File: config.mk
export PLATFORM = sky130hd
export DESIGN_NAME = lsi_interlock
export DESIGN_NICKNAME = d
export VERILOG_FILES = /design/src/rtl/lsi_interlock.sv
export SDC_FILE = /design/constraint.sdc
export NUM_CORES = 1
export LEC_CHECK = 0
export ABC_AREA = 0
export BUFFER_PORTS_ARGS = -buffer_cell sky130_fd_sc_hd__buf_2
export CAP_MARGIN = 20
export CORE_MARGIN = 3
export CORE_UTILIZATION = 40
export CTS_BUF_LIST = sky130_fd_sc_hd__clkbuf_16
export CTS_CLUSTER_DIAMETER = 150
export DETAILED_ROUTE_END_ITERATION = 12
export GPL_ROUTABILITY_DRIVEN = 0
export PLACE_DENSITY = 0.63
export SETUP_SLACK_MARGIN = 0.4
export SYNTH_ARGS = -nofsm -noshare
export SYNTH_HDL_FRONTEND = slang
export SYNTH_SLANG_ARGS = --single-unit
export TNS_END_PERCENT = 10
File: constraint.sdc
create_clock -name clk -period 6 [get_ports clk]
set_input_delay 0.3 -clock clk [delete_from_list [all_inputs] [get_ports clk]]
set_output_delay 0.3 -clock clk [all_outputs]
set_load 0.01 [all_outputs]
File: src/rtl/lsi_interlock.sv
module lsi_interlock #(
  parameter int RW       = 4,
  parameter int WORD_LAT = 1,
  parameter int SUB_LAT  = 2,
  parameter int C_LAT    = 1
) (
  input  logic          clk,
  input  logic          rst_n,
  input  logic          hold,
  input  logic          dec_valid,
  input  logic          dec_use_a,
  input  logic [RW-1:0] dec_rs_a,
  input  logic          dec_use_b,
  input  logic [RW-1:0] dec_rs_b,
  input  logic          dec_use_c,
  input  logic [RW-1:0] dec_rs_c,
  input  logic          dec_blk,
  input  logic          dec_stm,
  input  logic [RW-1:0] dec_first,
  input  logic          dec_wr,
  input  logic [RW-1:0] dec_rd,
  input  logic          dec_load,
  input  logic [1:0]    dec_size,
  input  logic          dec_multi,
  output logic          dec_stall,
  output logic          ex_stall,
  output logic          dec_issue
);

  localparam int NREG    = 1 << RW;
  localparam int PC_REG  = NREG - 1;
  localparam int STM_LAT = C_LAT + 1;
  localparam int AB_MAX  = (SUB_LAT > WORD_LAT) ? SUB_LAT : WORD_LAT;
  localparam int MAXLAT  = (AB_MAX > STM_LAT) ? AB_MAX : STM_LAT;
  localparam int DEPTH   = MAXLAT;
  localparam int AW      = $clog2(MAXLAT + 1);
  localparam logic [AW-1:0] AGE_SAT = AW'(MAXLAT);
  localparam logic [1:0]    SZ_WORD = 2'b10;
  localparam logic [RW-1:0] PC_ID   = RW'(PC_REG);

  logic [DEPTH-1:0] e_ld, e_sub;
  logic [RW-1:0]    e_rd  [DEPTH];
  logic [AW-1:0]    e_age [DEPTH];

  logic [DEPTH-1:0] young_ab, young_c, hit_a, hit_b, hit_c, kill;

  logic          ex_stm, sh_hit;
  logic [AW-1:0] sh_age;
  logic          f_hit;
  logic [AW-1:0] f_age;

  function automatic logic [AW-1:0] inc_age(input logic [AW-1:0] a);
    return (a == AGE_SAT) ? a : a + 1'b1;
  endfunction

  for (genvar k = 0; k < DEPTH; k++) begin : g_slot
    assign young_ab[k] = int'(e_age[k]) < (e_sub[k] ? SUB_LAT : WORD_LAT);
    assign young_c[k]  = int'(e_age[k]) < C_LAT;
    assign hit_a[k]    = e_ld[k] && young_ab[k] && (e_rd[k] == dec_rs_a);
    assign hit_b[k]    = e_ld[k] && young_ab[k] && (e_rd[k] == dec_rs_b);
    assign hit_c[k]    = e_ld[k] && young_c[k]  && (e_rd[k] == dec_rs_c);
    assign kill[k]     = dec_multi || (dec_wr && (e_rd[k] == dec_rd));
  end

  wire use_a = dec_use_a && (dec_rs_a != PC_ID);
  wire use_b = dec_use_b && !dec_blk && (dec_rs_b != PC_ID);
  wire use_c = dec_use_c && !dec_blk && (dec_rs_c != PC_ID);

  assign dec_stall = dec_valid && ((use_a && |hit_a) || (use_b && |hit_b) || (use_c && |hit_c));
  assign ex_stall  = ex_stm && sh_hit && (int'(sh_age) < STM_LAT);
  assign dec_issue = dec_valid && !dec_stall && !ex_stall && !hold;

  always_comb begin
    f_hit = 1'b0;
    f_age = AGE_SAT;
    for (int k = DEPTH - 1; k >= 0; k--) begin
      if (e_ld[k] && (e_rd[k] == dec_first) && (dec_first != PC_ID)) begin
        f_hit = 1'b1;
        f_age = e_age[k];
      end
    end
  end

  always_ff @(posedge clk) begin
    if (!rst_n) begin
      e_ld   <= '0;
      e_sub  <= '0;
      for (int k = 0; k < DEPTH; k++) begin
        e_rd[k]  <= '0;
        e_age[k] <= AGE_SAT;
      end
      ex_stm <= 1'b0;
      sh_hit <= 1'b0;
      sh_age <= AGE_SAT;
    end else if (!hold) begin
      if (dec_issue) begin
        e_ld[0]  <= dec_load && (dec_rd != PC_ID);
        e_sub[0] <= (dec_size != SZ_WORD);
        e_rd[0]  <= dec_rd;
        e_age[0] <= '0;
        for (int k = 1; k < DEPTH; k++) begin
          e_ld[k]  <= e_ld[k-1] && !kill[k-1];
          e_sub[k] <= e_sub[k-1];
          e_rd[k]  <= e_rd[k-1];
          e_age[k] <= inc_age(e_age[k-1]);
        end
      end else begin
        for (int k = 0; k < DEPTH; k++) e_age[k] <= inc_age(e_age[k]);
      end
      if (!ex_stall) begin
        ex_stm <= dec_issue && dec_stm;
        sh_hit <= f_hit;
        sh_age <= inc_age(f_age);
      end else begin
        sh_age <= inc_age(sh_age);
      end
    end
  end

endmodule


# --- Word-level counts from Yosys, hierarchy flattened ---
# Memories as Yosys holds them, arrays and structs flattened.
# Cells that the tools add are included.
word_totals:
  reg_bits: 8
  n_memories: 2
  elab_cells: 116
  out_inout_bits: 3
  in_bits: 34
  ram_bits: 12
memory_table:
  columns: ["name", "words", "word_bits", "read_ports", "rd_ports_with_merged_regs", "wr", "line_no", "source"]
  rows:
  - ["e_rd", 2, 4, 2, 0, 2, "42", "logic [RW-1:0] e_rd [DEPTH];"]
  - ["e_age", 2, 2, 2, 0, 2, "43", "logic [AW-1:0] e_age [DEPTH];"]
classes:
  eq_ne: 20
  n_bitwise: 8
  add_sub_neg: 4
  magnitude_cmp: 5
  n_reduce_logical: 46
  n_mux: 26
ops:
  columns: ["cell", "n"]
  rows:
  - ["$eq A4 B4 Y1", 9]
  - ["$logic_and A1 B1 Y1", 32]
  - ["$mux W2", 13]
  - ["$ne A4 B4 Y1 const B", 5]
  - ["$mux W1", 11]
  - ["$add A2 B1 Y2 const B", 4]
  - ["$eq A2 B2 Y1 const B", 4]
  - ["$mux W4", 2]
  - ["$or A1 B1 Y1", 6]
  - ["$reduce_and A2 Y1", 3]
  - ["$reduce_or A2 Y1", 3]
  - ["$logic_not A1 Y1", 5]
  - ["$lt A2 B1 Y1 const B", 2]
  - ["$lt A2 B2 Y1", 2]
  - ["$ne A2 B2 Y1 const B", 2]
  - ["$logic_or A1 B1 Y1", 3]
  - ["$lt A2 B2 Y1 const B", 1]
  - ["$not A1 Y1", 2]

# --- Longest topological paths before layout ---
# Gate-level depths: netlist of run 1.
depth:
  depth_word: 19
  mapped_depth: 10
  ltp_nobuf: 10

# --- Worst setup path before layout of run 1 ---
# Ideal clock, no wire load.
synth_timing:
  path_kind: "reg-to-reg"
  from: "mem e_age[0][3] in the netlist's numbering"
  to: "mem e_rd[0][0] (enable)"
  path_buffers: 0
  synth_period_minus_slack_ps: 2107
  setup_ps: 334
  t_arrival_ps: 1773
  slack_ps: 3893
  required_time_ps: 5666
  path_stages_with_launch: 8
  path_cell_list: "edfxtp_1 > ha_1 > o21ai_0 > nand4_1 > o22ai_1 > nor3_2 > and3_4 > nand2b_1"
synth_lines:
  columns: ["item", "line_no"]
  rows:
  - ["start, declared", "43"]
  - ["end, declared", "42"]

==> out/results.txt, run 1 <==
Slew @ Worst Pin: 0.411 ns
min Tclk post-route: 2.50 ns
Net Switching: 0.0923 mW
Mapped Cells: 179
Seq pwr share: 44.7%
drt wl/cell: 13.5 um
Int Power: 0.279 mW
sequential fraction of the synthesis area: 32.7%
critical setup path kind: register to output pin
Reg clk slew, reported paths: 0.05 ns
placed cells: 254
vias post-DR: 1342
full die area: 4770 um^2
1st-iter DRT viols: 66
Initial Utilization: 42.5%
Root Driver: clkbuf_16
RSZ-0062 raised after global routing: no
Final ANT Viol Nets: 0
TritonCTS Buffers: 3
drt via density: 5.20
vias in the first global route: 1277
proportion of layout cells with a drive suffix above 1: 20.5%
crit path capture type: output pin
R2R cell count: 7
Worst Path Arrival: 2.20 ns
clock power share: 36.4%
Setup WS pre-CTS: 3.52 ns
WHS Path Cells: 3
GR Overflow Total: 0
IO buf count: 36
pin count of the biggest net entering global routing: 24
Rel. slew slack: 72.5%
Max Cap Viol: 0
status: completed
CTS HTree Levels: 1
EDFF count, synth: 12
HPWL after DPL: 2850 um
Skew-Pair Late Insertion Delay: 0.25 ns
maximum clock rate: 0.401 GHz
# clock sinks: 20
CTS Hold Buffers Added: 0
Power Total: 0.371 mW
clock buffer depth: 2
Comb pwr share: 19.0%
Worst Hold End: e_ld[0]$_SDFFE_PN0P_
post-synthesis cell area: 1590 um^2
Crit path required time: 5.70 ns
Sw Share: 24.9%
worst reg-to-reg setup slack: 3.51 ns
Final Hold Viols: 0
unique cell type count in the Yosys netlist: 34
final WL: 3490 um
area delta synth->final: 16.8%
first-pass GRT wire length: 5940 um
syn_nets: 221
1st-pass router iterations: 4
largest fanout on the critical path: 14
Final period util: 41.6%
Slew Limit Fails: 0
IO Count: 37
Die H: 69.1 um
worst clock skew: 0.00410 ns
PwrDens: 200 nW/um^2
core area: 3740 um^2
Rows: 22
setup TNS: 0 ns
Reg2Reg Launch Point: e_age[0][3]$_DFFE_PP_
HP Class: input port to register
Leak: 0.747 nW
Setup Fix Bufs, Post-CTS: 0
CTS tree: done
DRC violations left: 0
peak supply drop: 128 uV
Final setup violation count: 0
setup ws final: 3.50 ns
Overall Global Routing Usage: 15.1%
die width: 69.1 um
number of synthesis warnings: 0
R2R Path End: e_rd[0][7]$_SDFFCE_PP0P_
Post-CTS Resized: 0
async set-reset flop share out of synthesis: 0%
Layout Cells excl Fill: 258
nets@finish: 253
Yosys reg bits: 20
antenna violations before repair: 0
Top FF cell, synth: edfxtp_1
hold_sp: dec_load
Mean Syn Cell Area: 8.90 um^2
crit path launch type: register
Filler cells: 391
antenna cells: 0
==> per-stage QoR <==
| step | utilization, % | hold WS [ns] | instance area [um^2] |
|---|---|---|---|
| floorplan | - | 0.445 | 1590 |
| detailed placement | 47.6 | 0.473 | 1780 |
| global placement | 47.6 | 0.475 | 1780 |
| finish | 49.7 | 0.323 | 1860 |
| global route | 49.7 | 0.330 | 1860 |
| CTS | 49.7 | 0.326 | 1860 |
==> cell type report <==
| type | instances | area (um^2) | share of cell area, % |
|---|---|---|---|
| Tap cell | 48 | 60.1 | 3.23 |
| Sequential cell | 20 | 520 | 28.0 |
| Clock inverter | 1 | 3.75 | 0.202 |
| Multi-Input combinational cell | 138 | 976 | 52.5 |
| Timing Repair Buffer | 36 | 180 | 9.68 |
| Clock buffer | 3 | 75.1 | 4.03 |
| Inverter | 12 | 45.0 | 2.42 |
==> power groups by stage <==
| stage | Clock [mW] | Sequential, mW | Combinational, mW |
|---|---|---|---|
| final | 0.135 | 0.166 | 0.0705 |
| after global routing | 0.145 | 0.167 | 0.0797 |
| after detailed placement | 0 | 0.169 | 0.0703 |
| after CTS | 0.136 | 0.166 | 0.0709 |
| after global placement | 0 | 0.169 | 0.0697 |
| after floorplan | 0 | 0.160 | 0.0539 |
==> routing by layer <==
| layer | GRT usage [%] | share of wire (%) | up-vias | wire [um] |
|---|---|---|---|---|
| met5 | 0 | 0 | - | 0 |
| met4 | 5.21 | 1.3 | 0 | 47 |
| met3 | 2.33 | 5.6 | 4 | 196 |
| met2 | 23.7 | 44 | 37 | 1540 |
| met1 | 20.9 | 49 | 602 | 1710 |
| li1 | - | - | 699 | - |
==> how the worst max path moves through the flow <==
| stage | startpoint | endpoint | slack (ns) | depth (start not counted) |
|---|---|---|---|---|
| after floorplan | e_age[0][3]$_DFFE_PP_ | e_rd[0][0]$_SDFFCE_PP0P_ | 3.89 | 7 |
| after detailed placement | e_age[0][3]$_DFFE_PP_ | e_rd[0][2]$_SDFFCE_PP0P_ | 3.52 | 7 |
| after CTS | e_age[0][3]$_DFFE_PP_ | e_rd[0][7]$_SDFFCE_PP0P_ | 3.50 | 7 |
| after global placement | e_age[0][3]$_DFFE_PP_ | e_rd[0][7]$_SDFFCE_PP0P_ | 3.59 | 7 |
| final | e_age[0][3]$_DFFE_PP_ | dec_issue | 3.50 | 7 |
| after global routing | e_age[0][1]$_DFFE_PP_ | e_rd[0][7]$_SDFFCE_PP0P_ | 3.32 | 7 |
==> flip-flops by register name, indices dropped and copies added (netlist names) <==
register	count
e_rd	8
e_age	4
e_ld	2
e_sub	2
sh_age	2
ex_stm	1
sh_hit	1
==> kinds of logic (layout without fill, tap and decap cells) <==
group | Yosys count | count (layout) | synth area share [%]
multiplexers | 7 | 7 | 4.40
XOR/XNOR | 34 | 34 | 18.7
AND/OR/NAND/NOR | 66 | 66 | 22.8
adder cells (fa/ha/maj) | 8 | 8 | 6.28
AO/OA/AOI/OAI | 23 | 23 | 9.11
buffers and inverters | 21 | 52 | 6.05
flip-flops | 20 | 20 | 32.7
==> cells in the final DEF, fill, tap and decap left out, drive strengths merged <==
cell type and n:
o32ai 1, nand2b 2, nand3b 2, edfxtp 12, o211ai 1, dfxtp 8
mux2i 7, nand2 12, xor2 5, ha 8, or2 2, a31oi 1
a311o 1, o21ai 6, and3 9, buf 36, nor3 7, nor2b 4
o22ai 3, a21bo 1, nor2 6, a21oi 6, a21boi 2, nand4 13
clkbuf 3, a41oi 1, nand3 7, and2 2, inv 13, xnor2 29
==> Yosys cell counts, types with 2 or more instances <==
cell / count / area [um^2]
xnor2_1: 29 / 254
nand4_1: 13 / 81.3
edfxtp_1: 12 / 360
inv_1: 12 / 45.0
nand2_1: 12 / 45.0
and3_1: 8 / 50.1
dfxtp_1: 8 / 160
ha_1: 8 / 100
mux2i_1: 7 / 70.1
nand3_1: 7 / 35.0
a21oi_1: 6 / 30.0
nor2_1: 6 / 22.5
nor3_1: 6 / 30.0
buf_2: 5 / 25.0
o21ai_0: 5 / 25.0
xor2_1: 5 / 43.8
nor2b_1: 4 / 25.0
clkbuf_1: 3 / 11.3
o22ai_1: 3 / 18.8
a21boi_0: 2 / 15.0
and2_1: 2 / 12.5
nand2b_1: 2 / 12.5
nand3b_1: 2 / 15.0
or2_2: 2 / 12.5
==> worst max-delay path, stage by stage (launching register included) <==
cell and delay (ns):
edfxtp_1 0.41, ha_1 0.29, o21ai_0 0.10, nand4_1 0.12
o22ai_1 0.10, nor3_2 0.40, and3_4 0.37, buf_2 0.16
No activity file was read; power rests on OpenSTA's default activity.
==> run 2, diff against run 1 <==
==> constraint.sdc (replaced) <==
create_clock -name clk -period 2.55 [get_ports clk]
set_input_delay 0.1275 -clock clk [delete_from_list [all_inputs] [get_ports clk]]
set_output_delay 0.1275 -clock clk [all_outputs]
set_load 0.01 [all_outputs]
==> run 2 against run 1 <==
Non-clock buffer count rose by 13. Die area unchanged. Worst setup slack got worse by 3.1 ns. Combinational power grew to 2.8 times the previous value. Wire length is 4.7% higher. Cell count up 5.0%. Total power increased by 140%. Sequential power grew 130%. Sequential share of layout area fell by 2.2 points. Clock power is 140% higher.
==> out/results.txt, run 2 (synthesis results as in run 1) <==
Int Power: 0.673 mW (+140%)
crit path capture type: output pin
Top Registers: e_rd: 8 flops, e_age: 4 flops
IO buf count: 36 (unchanged)
Final period util: 83.3%
drt via density: 5.16 (-0.75%)
Net Switching: 0.233 mW (+150%)
CTS HTree Levels: 1 (unchanged)
1st-iter DRT viols: 49 (-26%)
CTS tree: done
Comb pwr share: 21.5% (+2.5 points)
final WL: 3660 um (+4.7%)
maximum clock rate: 0.471 GHz
Rel. slew slack: 75.1% (+2.7 points)
nets@finish: 266 (+5.1%)
Overall Global Routing Usage: 15.2% (+0.14 points)
most common cell after layout, fill and taps aside: buf_2
antenna violations before repair: 0 (unchanged)
antenna cells: 0 (unchanged)
Final setup violation count: 0 (unchanged)
full die area: 4770 um^2 (unchanged)
GR Overflow Total: 0 (unchanged)
Seq pwr share: 42.6% (-2.1 points)
PwrDens: 448 nW/um^2 (+120%)
proportion of layout cells with a drive suffix above 1: 30.9% (+10 points)
drt wl/cell: 13.5 um (-0.35%)
TritonCTS Buffers: 3 (unchanged)
Leak: 0.815 nW (+9.1%)
commonest non-fill, non-tap cells in the layout: 36 x buf_2, 29 x xnor2_1, 13 x nand4_1
Reg clk slew, reported paths: 0.06 ns (about the same)
# clock sinks: 20 (unchanged)
placed cells: 256 (+0.79%)
setup TNS: 0 ns (unchanged)
die width: 69.1 um (unchanged)
worst clock skew: 0.00276 ns (-0.00134 ns)
Root Driver: clkbuf_16
RSZ-0062 raised after global routing: yes
vias in the first global route: 1292 (+1.2%)
Layout Cells excl Fill: 271 (+5.0%)
Skew-Pair Late Insertion Delay: 0.25 ns (about the same)
Slew @ Worst Pin: 0.373 ns (-0.0375 ns)
Final Hold Viols: 0 (unchanged)
Worst Path Arrival: 2.00 ns (-0.20 ns)
crit path launch type: register
area delta synth->final: 27.2%
Sw Share: 25.7% (+0.89 points)
Rows: 22 (unchanged)
status: completed
IO Count: 37 (unchanged)
first-pass GRT wire length: 5970 um (+0.47%)
max reg flops: 8 (unchanged)
Hold WS: 0.155 ns (-0.169 ns)
Power Total: 0.907 mW (+140%)
largest fanout on the critical path: 3 (-11)
Crit path required time: 2.42 ns (-3.28 ns)
Max Cap Viol: 0 (unchanged)
clock buffer depth: 2 (unchanged)
core area: 3740 um^2 (unchanged)
critical setup path kind: register to output pin
HPWL after DPL: 2840 um (-0.36%)
1st-pass router iterations: 4 (unchanged)
Slew Limit Fails: 0 (unchanged)
vias post-DR: 1399 (+4.2%)
HP Class: input port to register
Final ANT Viol Nets: 0 (unchanged)
min Tclk post-route: 2.13 ns
Initial Utilization: 42.5% (unchanged)
DRC violations left: 0 (unchanged)
peak supply drop: 296 uV (+130%)
pin count of the biggest net entering global routing: 24 (unchanged)
clock power share: 35.9% (-0.5 points)
Reg with most FFs: e_rd
Die H: 69.1 um (unchanged)
## run 2: power groups by stage
stage                     logic [mW]  clock network [mW]  registers, mW
after floorplan                0.127                   0          0.377
after global placement         0.164                   0          0.398
after detailed placement       0.166                   0          0.398
after CTS                      0.170               0.329          0.391
after global routing           0.219               0.344          0.388
final                          0.195               0.326          0.386
## run 2: per-stage QoR
step | setup WS, ns | utilization, % | cell area [um^2]
3_3_place_gp | 0.285 | 48.0 | 1800
3_5_place_dp | 0.269 | 48.0 | 1800
5_1_grt | 0.328 | 54.1 | 2030
4_1_cts | 0.349 | 50.4 | 1890
2_1_floorplan | 0.443 | - | 1590
6_report | 0.425 | 54.1 | 2030
## run 2: area by class of cell
cell class	instances	area, um^2
sequential	20	523
clock inverter	1	3.75
timing repair buffer	49	285
clock buffer	3	75.1
fill	353	1720
multi-input combinational	138	1030
tap	48	60.1
inverter	12	45.0
## run 2: worst paths after layout
kind	slack [ns]	start	depth (start not counted)	end
worst max-delay path	0.42	e_age[0][3]$_DFFE_PP_	9	dec_stall
worst min-delay path	0.15	dec_stm	3	ex_stm$_SDFFE_PN0P_
worst min register to register	0.47	ex_stm$_SDFFE_PN0P_	2	ex_stm$_SDFFE_PN0P_
worst max register to register	0.48	e_age[0][3]$_DFFE_PP_	9	e_age[0][3]$_DFFE_PP_
## run 2: metal layers
layer | part of all wire, % | global-route usage [%] | vias to the layer above
met5 | 0 | 0 | -
met4 | 1.3 | 5.21 | 0
met3 | 5.3 | 2.62 | 5
met2 | 45 | 23.0 | 39
met1 | 48 | 21.8 | 639
li1 | - | - | 716
## run 2: repair_timing
| item | CTS | global route |
|---|---|---|
| setup endpoints to repair | 6 | 25 |
| setup buffers | 1 | 10 |
| hold endpoints to repair | 0 | 0 |
| pin swaps | 1 | 11 |
| hold buffers | 0 | 0 |
| gates resized for setup | 1 | 19 |
## run 2: critical path: stages, from the launching register on
cell and delay [ns]:
edfxtp_1 0.42, ha_1 0.32, o21ai_2 0.06, nand4_1 0.11
o22ai_2 0.09, nor3_2 0.24, buf_4 0.18, nand2b_4 0.06
and2_1 0.15, buf_2 0.13
==> run 3, diff against run 2 <==
--- a/config.mk
+++ b/config.mk
@@ -5,7 +5,7 @@
 export SDC_FILE = /design/constraint.sdc
 export NUM_CORES = 1
 export LEC_CHECK = 0
-export ABC_AREA = 0
+export ABC_AREA = 1
 export BUFFER_PORTS_ARGS = -buffer_cell sky130_fd_sc_hd__buf_2
 export CAP_MARGIN = 20
 export CORE_MARGIN = 3
@@ -14,7 +14,7 @@
 export CTS_CLUSTER_DIAMETER = 150
 export DETAILED_ROUTE_END_ITERATION = 12
 export GPL_ROUTABILITY_DRIVEN = 0
-export PLACE_DENSITY = 0.63
+export PLACE_DENSITY = 0.62
 export SETUP_SLACK_MARGIN = 0.4
 export SYNTH_ARGS = -nofsm -noshare
 export SYNTH_HDL_FRONTEND = slang
==> constraint.sdc (replaced) <==
create_clock -name clk -period 2.1 [get_ports clk]
set_input_delay 0.105 -clock clk [delete_from_list [all_inputs] [get_ports clk]]
set_output_delay 0.105 -clock clk [all_outputs]
set_load 0.01 [all_outputs]
==> run 3 against run 2 <==
Flip-flop and latch count did not move. Global-route usage up 5.0 points. Synthesized cell count up 53%. Worst hold slack lost 0.043 ns. Critical path type is now register to register. Wire length rose by 36%. Area after synthesis grew 12%. First-iteration DRC count rose by 51%. Combinational power is 39% higher. Utilization grew 1.3 points. Clock skew fell by 0.0014 ns. Worst setup slack lost 0.27 ns.
==> out/results.txt, run 3 <==
Reg2Reg Launch Point: e_rd[0][5]$_SDFFCE_PP0P_
first-pass GRT wire length: 8400 um (+41%)
Skew-Pair Late Insertion Delay: 0.25 ns (about the same)
Initial Utilization: 43.1% (+0.60 points)
share of the synthesized area in the top cell type: 20.2% (-2.5 points)
EDFF count, synth: 12 (unchanged)
Slew Limit Fails: 0 (unchanged)
peak supply drop: 354 uV (+20%)
DRC violations left: 0 (unchanged)
vias in the first global route: 1800 (+39%)
Filler cells: 433 (+23%)
nets@finish: 372 (+40%)
Overall Global Routing Usage: 20.2% (+5.0 points)
most common cell after layout, fill and taps aside: nand2_1
Worst Setup SP: e_rd[0][5]$_SDFFCE_PP0P_
# clock sinks: 20 (unchanged)
HP Class: input port to register
max reg flops: 8 (unchanged)
Reg with most FFs: e_rd
Finished Core Util: 55.4% (+1.3 points)
proportion of layout cells with a drive suffix above 1: 27.4% (-3.6 points)
1st-pass router iterations: 4 (unchanged)
hold_sp: dec_stm
RSZ-0062 raised after global routing: yes
CP peak stage delay: 0.38 ns (-0.04 ns)
HPWL after DPL: 3950 um (+39%)
Max Cap Viol: 0 (unchanged)
Top FF cell, synth: edfxtp_1
Crit-path slowest cell: edfxtp_1
Final setup violation count: 0 (unchanged)
number of synthesis warnings: 0 (unchanged)
Final Hold Viols: 0 (unchanged)
Final ANT Viol Nets: 0 (unchanged)
Top Registers: e_rd: 8 flops, e_age: 4 flops
Final period util: 92.7%
delay-heaviest family, CP: compound AO/OA/AOI/OAI gates
syn_nets: 316 (+43%)
CP bufs+invs: 1 (-1)
drt wl/cell: 13.2 um (-2.5%)
full die area: 5310 um^2 (+11%)
sequential fraction of the synthesis area: 29.1% (-3.6 points)
unique cell type count in the Yosys netlist: 35 (+2.9%)
Worst Path Arrival: 2.09 ns (+0.09 ns)
IO Count: 37 (unchanged)
IO buf count: 36 (unchanged)
post-synthesis cell area: 1790 um^2 (+12%)
pin count of the biggest net entering global routing: 13 (-46%)
Mean Syn Cell Area: 6.53 um^2 (-27%)
core area: 4140 um^2 (+11%)
Die H: 72.9 um (+5.4%)
crit path launch type: register
largest fanout on the critical path: 5 (+2)
most frequent cells after synthesis: 87 x nand2_1, 43 x inv_1, 31 x nor2_1, 14 x nand3_1, 12 x edfxtp_1
die width: 72.9 um (+5.4%)
Area contributors post-synth: edfxtp_1 20%, nand2_1 18%, inv_1 9.0%, dfxtp_1 9.0%, nor2_1 6.5%
Root Driver: clkbuf_16
PwrDens: 492 nW/um^2 (+9.8%)
critical setup path kind: register to register
CTS tree: done
antenna violations before repair: 0 (unchanged)
area leader, netlist: edfxtp_1
1st-iter DRT viols: 74 (+51%)
maximum clock rate: 0.514 GHz
Slew @ Worst Pin: 0.490 ns (+0.117 ns)
Crit path required time: 2.24 ns (-0.18 ns)
commonest non-fill, non-tap cells in the layout: 86 x nand2_1, 43 x inv_1, 36 x buf_2
final WL: 4980 um (+36%)
Power Total: 1.13 mW (+24%)
drt via density: 5.07 (-1.8%)
CTS Hold Buffers Added: 0 (unchanged)
area of the multi-input gates: 1150 um^2 (+11%)
Rel. slew slack: 67.3% (-7.8 points)
GR Overflow Total: 0 (unchanged)
clock buffer depth: 2 (unchanged)
area delta synth->final: 28.3%
antenna cells: 0 (unchanged)
crit path capture type: register
async set-reset flop share out of synthesis: 0% (unchanged)
critical-path cell list: inv_1 -> o22ai_1 -> nor3_1 -> nand2_1 -> o21ai_0 -> o21ai_0 -> ha_1 -> o211ai_1 -> nand2_1
most frequent cell after synthesis: nand2_1
CTS HTree Levels: 1 (unchanged)
vias post-DR: 1922 (+37%)
Mapped Cells: 274 (+53%)
min Tclk post-route: 1.95 ns
Leak: 1.19 nW (+46%)
status: completed
Rows: 23 (+4.5%)
Reg clk slew, reported paths: 0.06 ns (about the same)
TritonCTS Buffers: 3 (unchanged)
FF+latch area: 523 um^2 (unchanged)
worst clock skew: 0.00135 ns (-0.00142 ns)
Yosys reg bits: 20 (unchanged)
## run 3: cell count changes after synthesis, sizes merged, moves of 3 or more
cell	before	now
buf	6	0
and3	9	0
xor2	5	2
nor2b	4	0
nand3	7	16
xnor2	29	2
nor3	7	1
mux2i	7	0
nand2	12	93
o21ai	6	11
inv	12	47
nor2	6	36
## run 3: worst paths after layout
| path | to | slack [ns] | cells past startpoint |
|---|---|---|---|
| worst max-delay path | sh_age[1]$_SDFFE_PN1P_ | 0.15 | 9 |
| worst min-delay path | ex_stm$_SDFFE_PN0P_ | 0.11 | 3 |
| worst max register to register | sh_age[1]$_SDFFE_PN1P_ | 0.15 | 9 |
| worst min register to register | ex_stm$_SDFFE_PN0P_ | 0.48 | 2 |
## run 3: worst register-to-register path, delay by kind of cell (launching register included)
kind,cells,cell delay (ns)
compound gates,4,0.57
fa+ha+maj,1,0.31
buf+inv,1,0.16
flops,1,0.38
simple gates,3,0.43
## run 3: final cells by class
type,count,share of cell area (%)
inverters,47,7.69
well taps,50,2.73
flip-flops and latches,20,22.8
multi-input cells,205,49.9
clock inverters,1,0.164
repair buffers,53,13.4
clock buffers,3,3.27
## run 3: kinds of logic after synthesis
group                      count (synthesis)  share of synthesized area [%]
buffers and inverters                     49                           10.3
DFF                                       20                           29.1
xor gates and xnor gates                   4                           1.96
adders and majority gates                  8                           5.60
AOI/OAI and AO/OA                         31                           11.2
and+or+nand+nor                          162                           41.8
## run 3: power breakdown
group | switching (mW) | internal (mW) | total, mW | leakage (nW)
sequential | 0.0172 | 0.439 | 0.456 | 0.191
clock | 0.146 | 0.254 | 0.400 | 0.0423
combinational | 0.161 | 0.110 | 0.272 | 0.954
## run 3: metal layers
layer  global-route usage (%)  vias up  wire, um  share of wire [%]
li1                         -     1002         -                  -
met1                     28.2      864      2280                 46
met2                     32.5       52      2340                 47
met3                     2.75        4       312                6.3
met4                     6.15        0        47               0.94
met5                        0        -         0                  0
## run 3: timing repair
| item | in CTS | in global routing |
|---|---|---|
| hold endpoints to repair | 0 | 0 |
| pin swaps | 3 | 9 |
| setup endpoints to repair | 31 | 31 |
| gates resized for setup | 7 | 8 |
| setup buffers | 4 | 2 |
## run 3: stage by stage
step / std cells / setup TNS, ns / area [um^2] / worst slack [ns] / hold slack, ns
2_1_floorplan: 274 / 0 / 1800 / 0.256 / 0.225
3_3_place_gp: 369 / 0 / 2110 / 0.143 / 0.388
3_5_place_dp: 369 / 0 / 2110 / 0.102 / 0.373
4_1_cts: 377 / 0 / 2250 / 0.121 / 0.110
5_1_grt: 379 / -0.00908 / 2290 / -0.00908 / 0.133
6_report: 379 / 0 / 2290 / 0.154 / 0.112
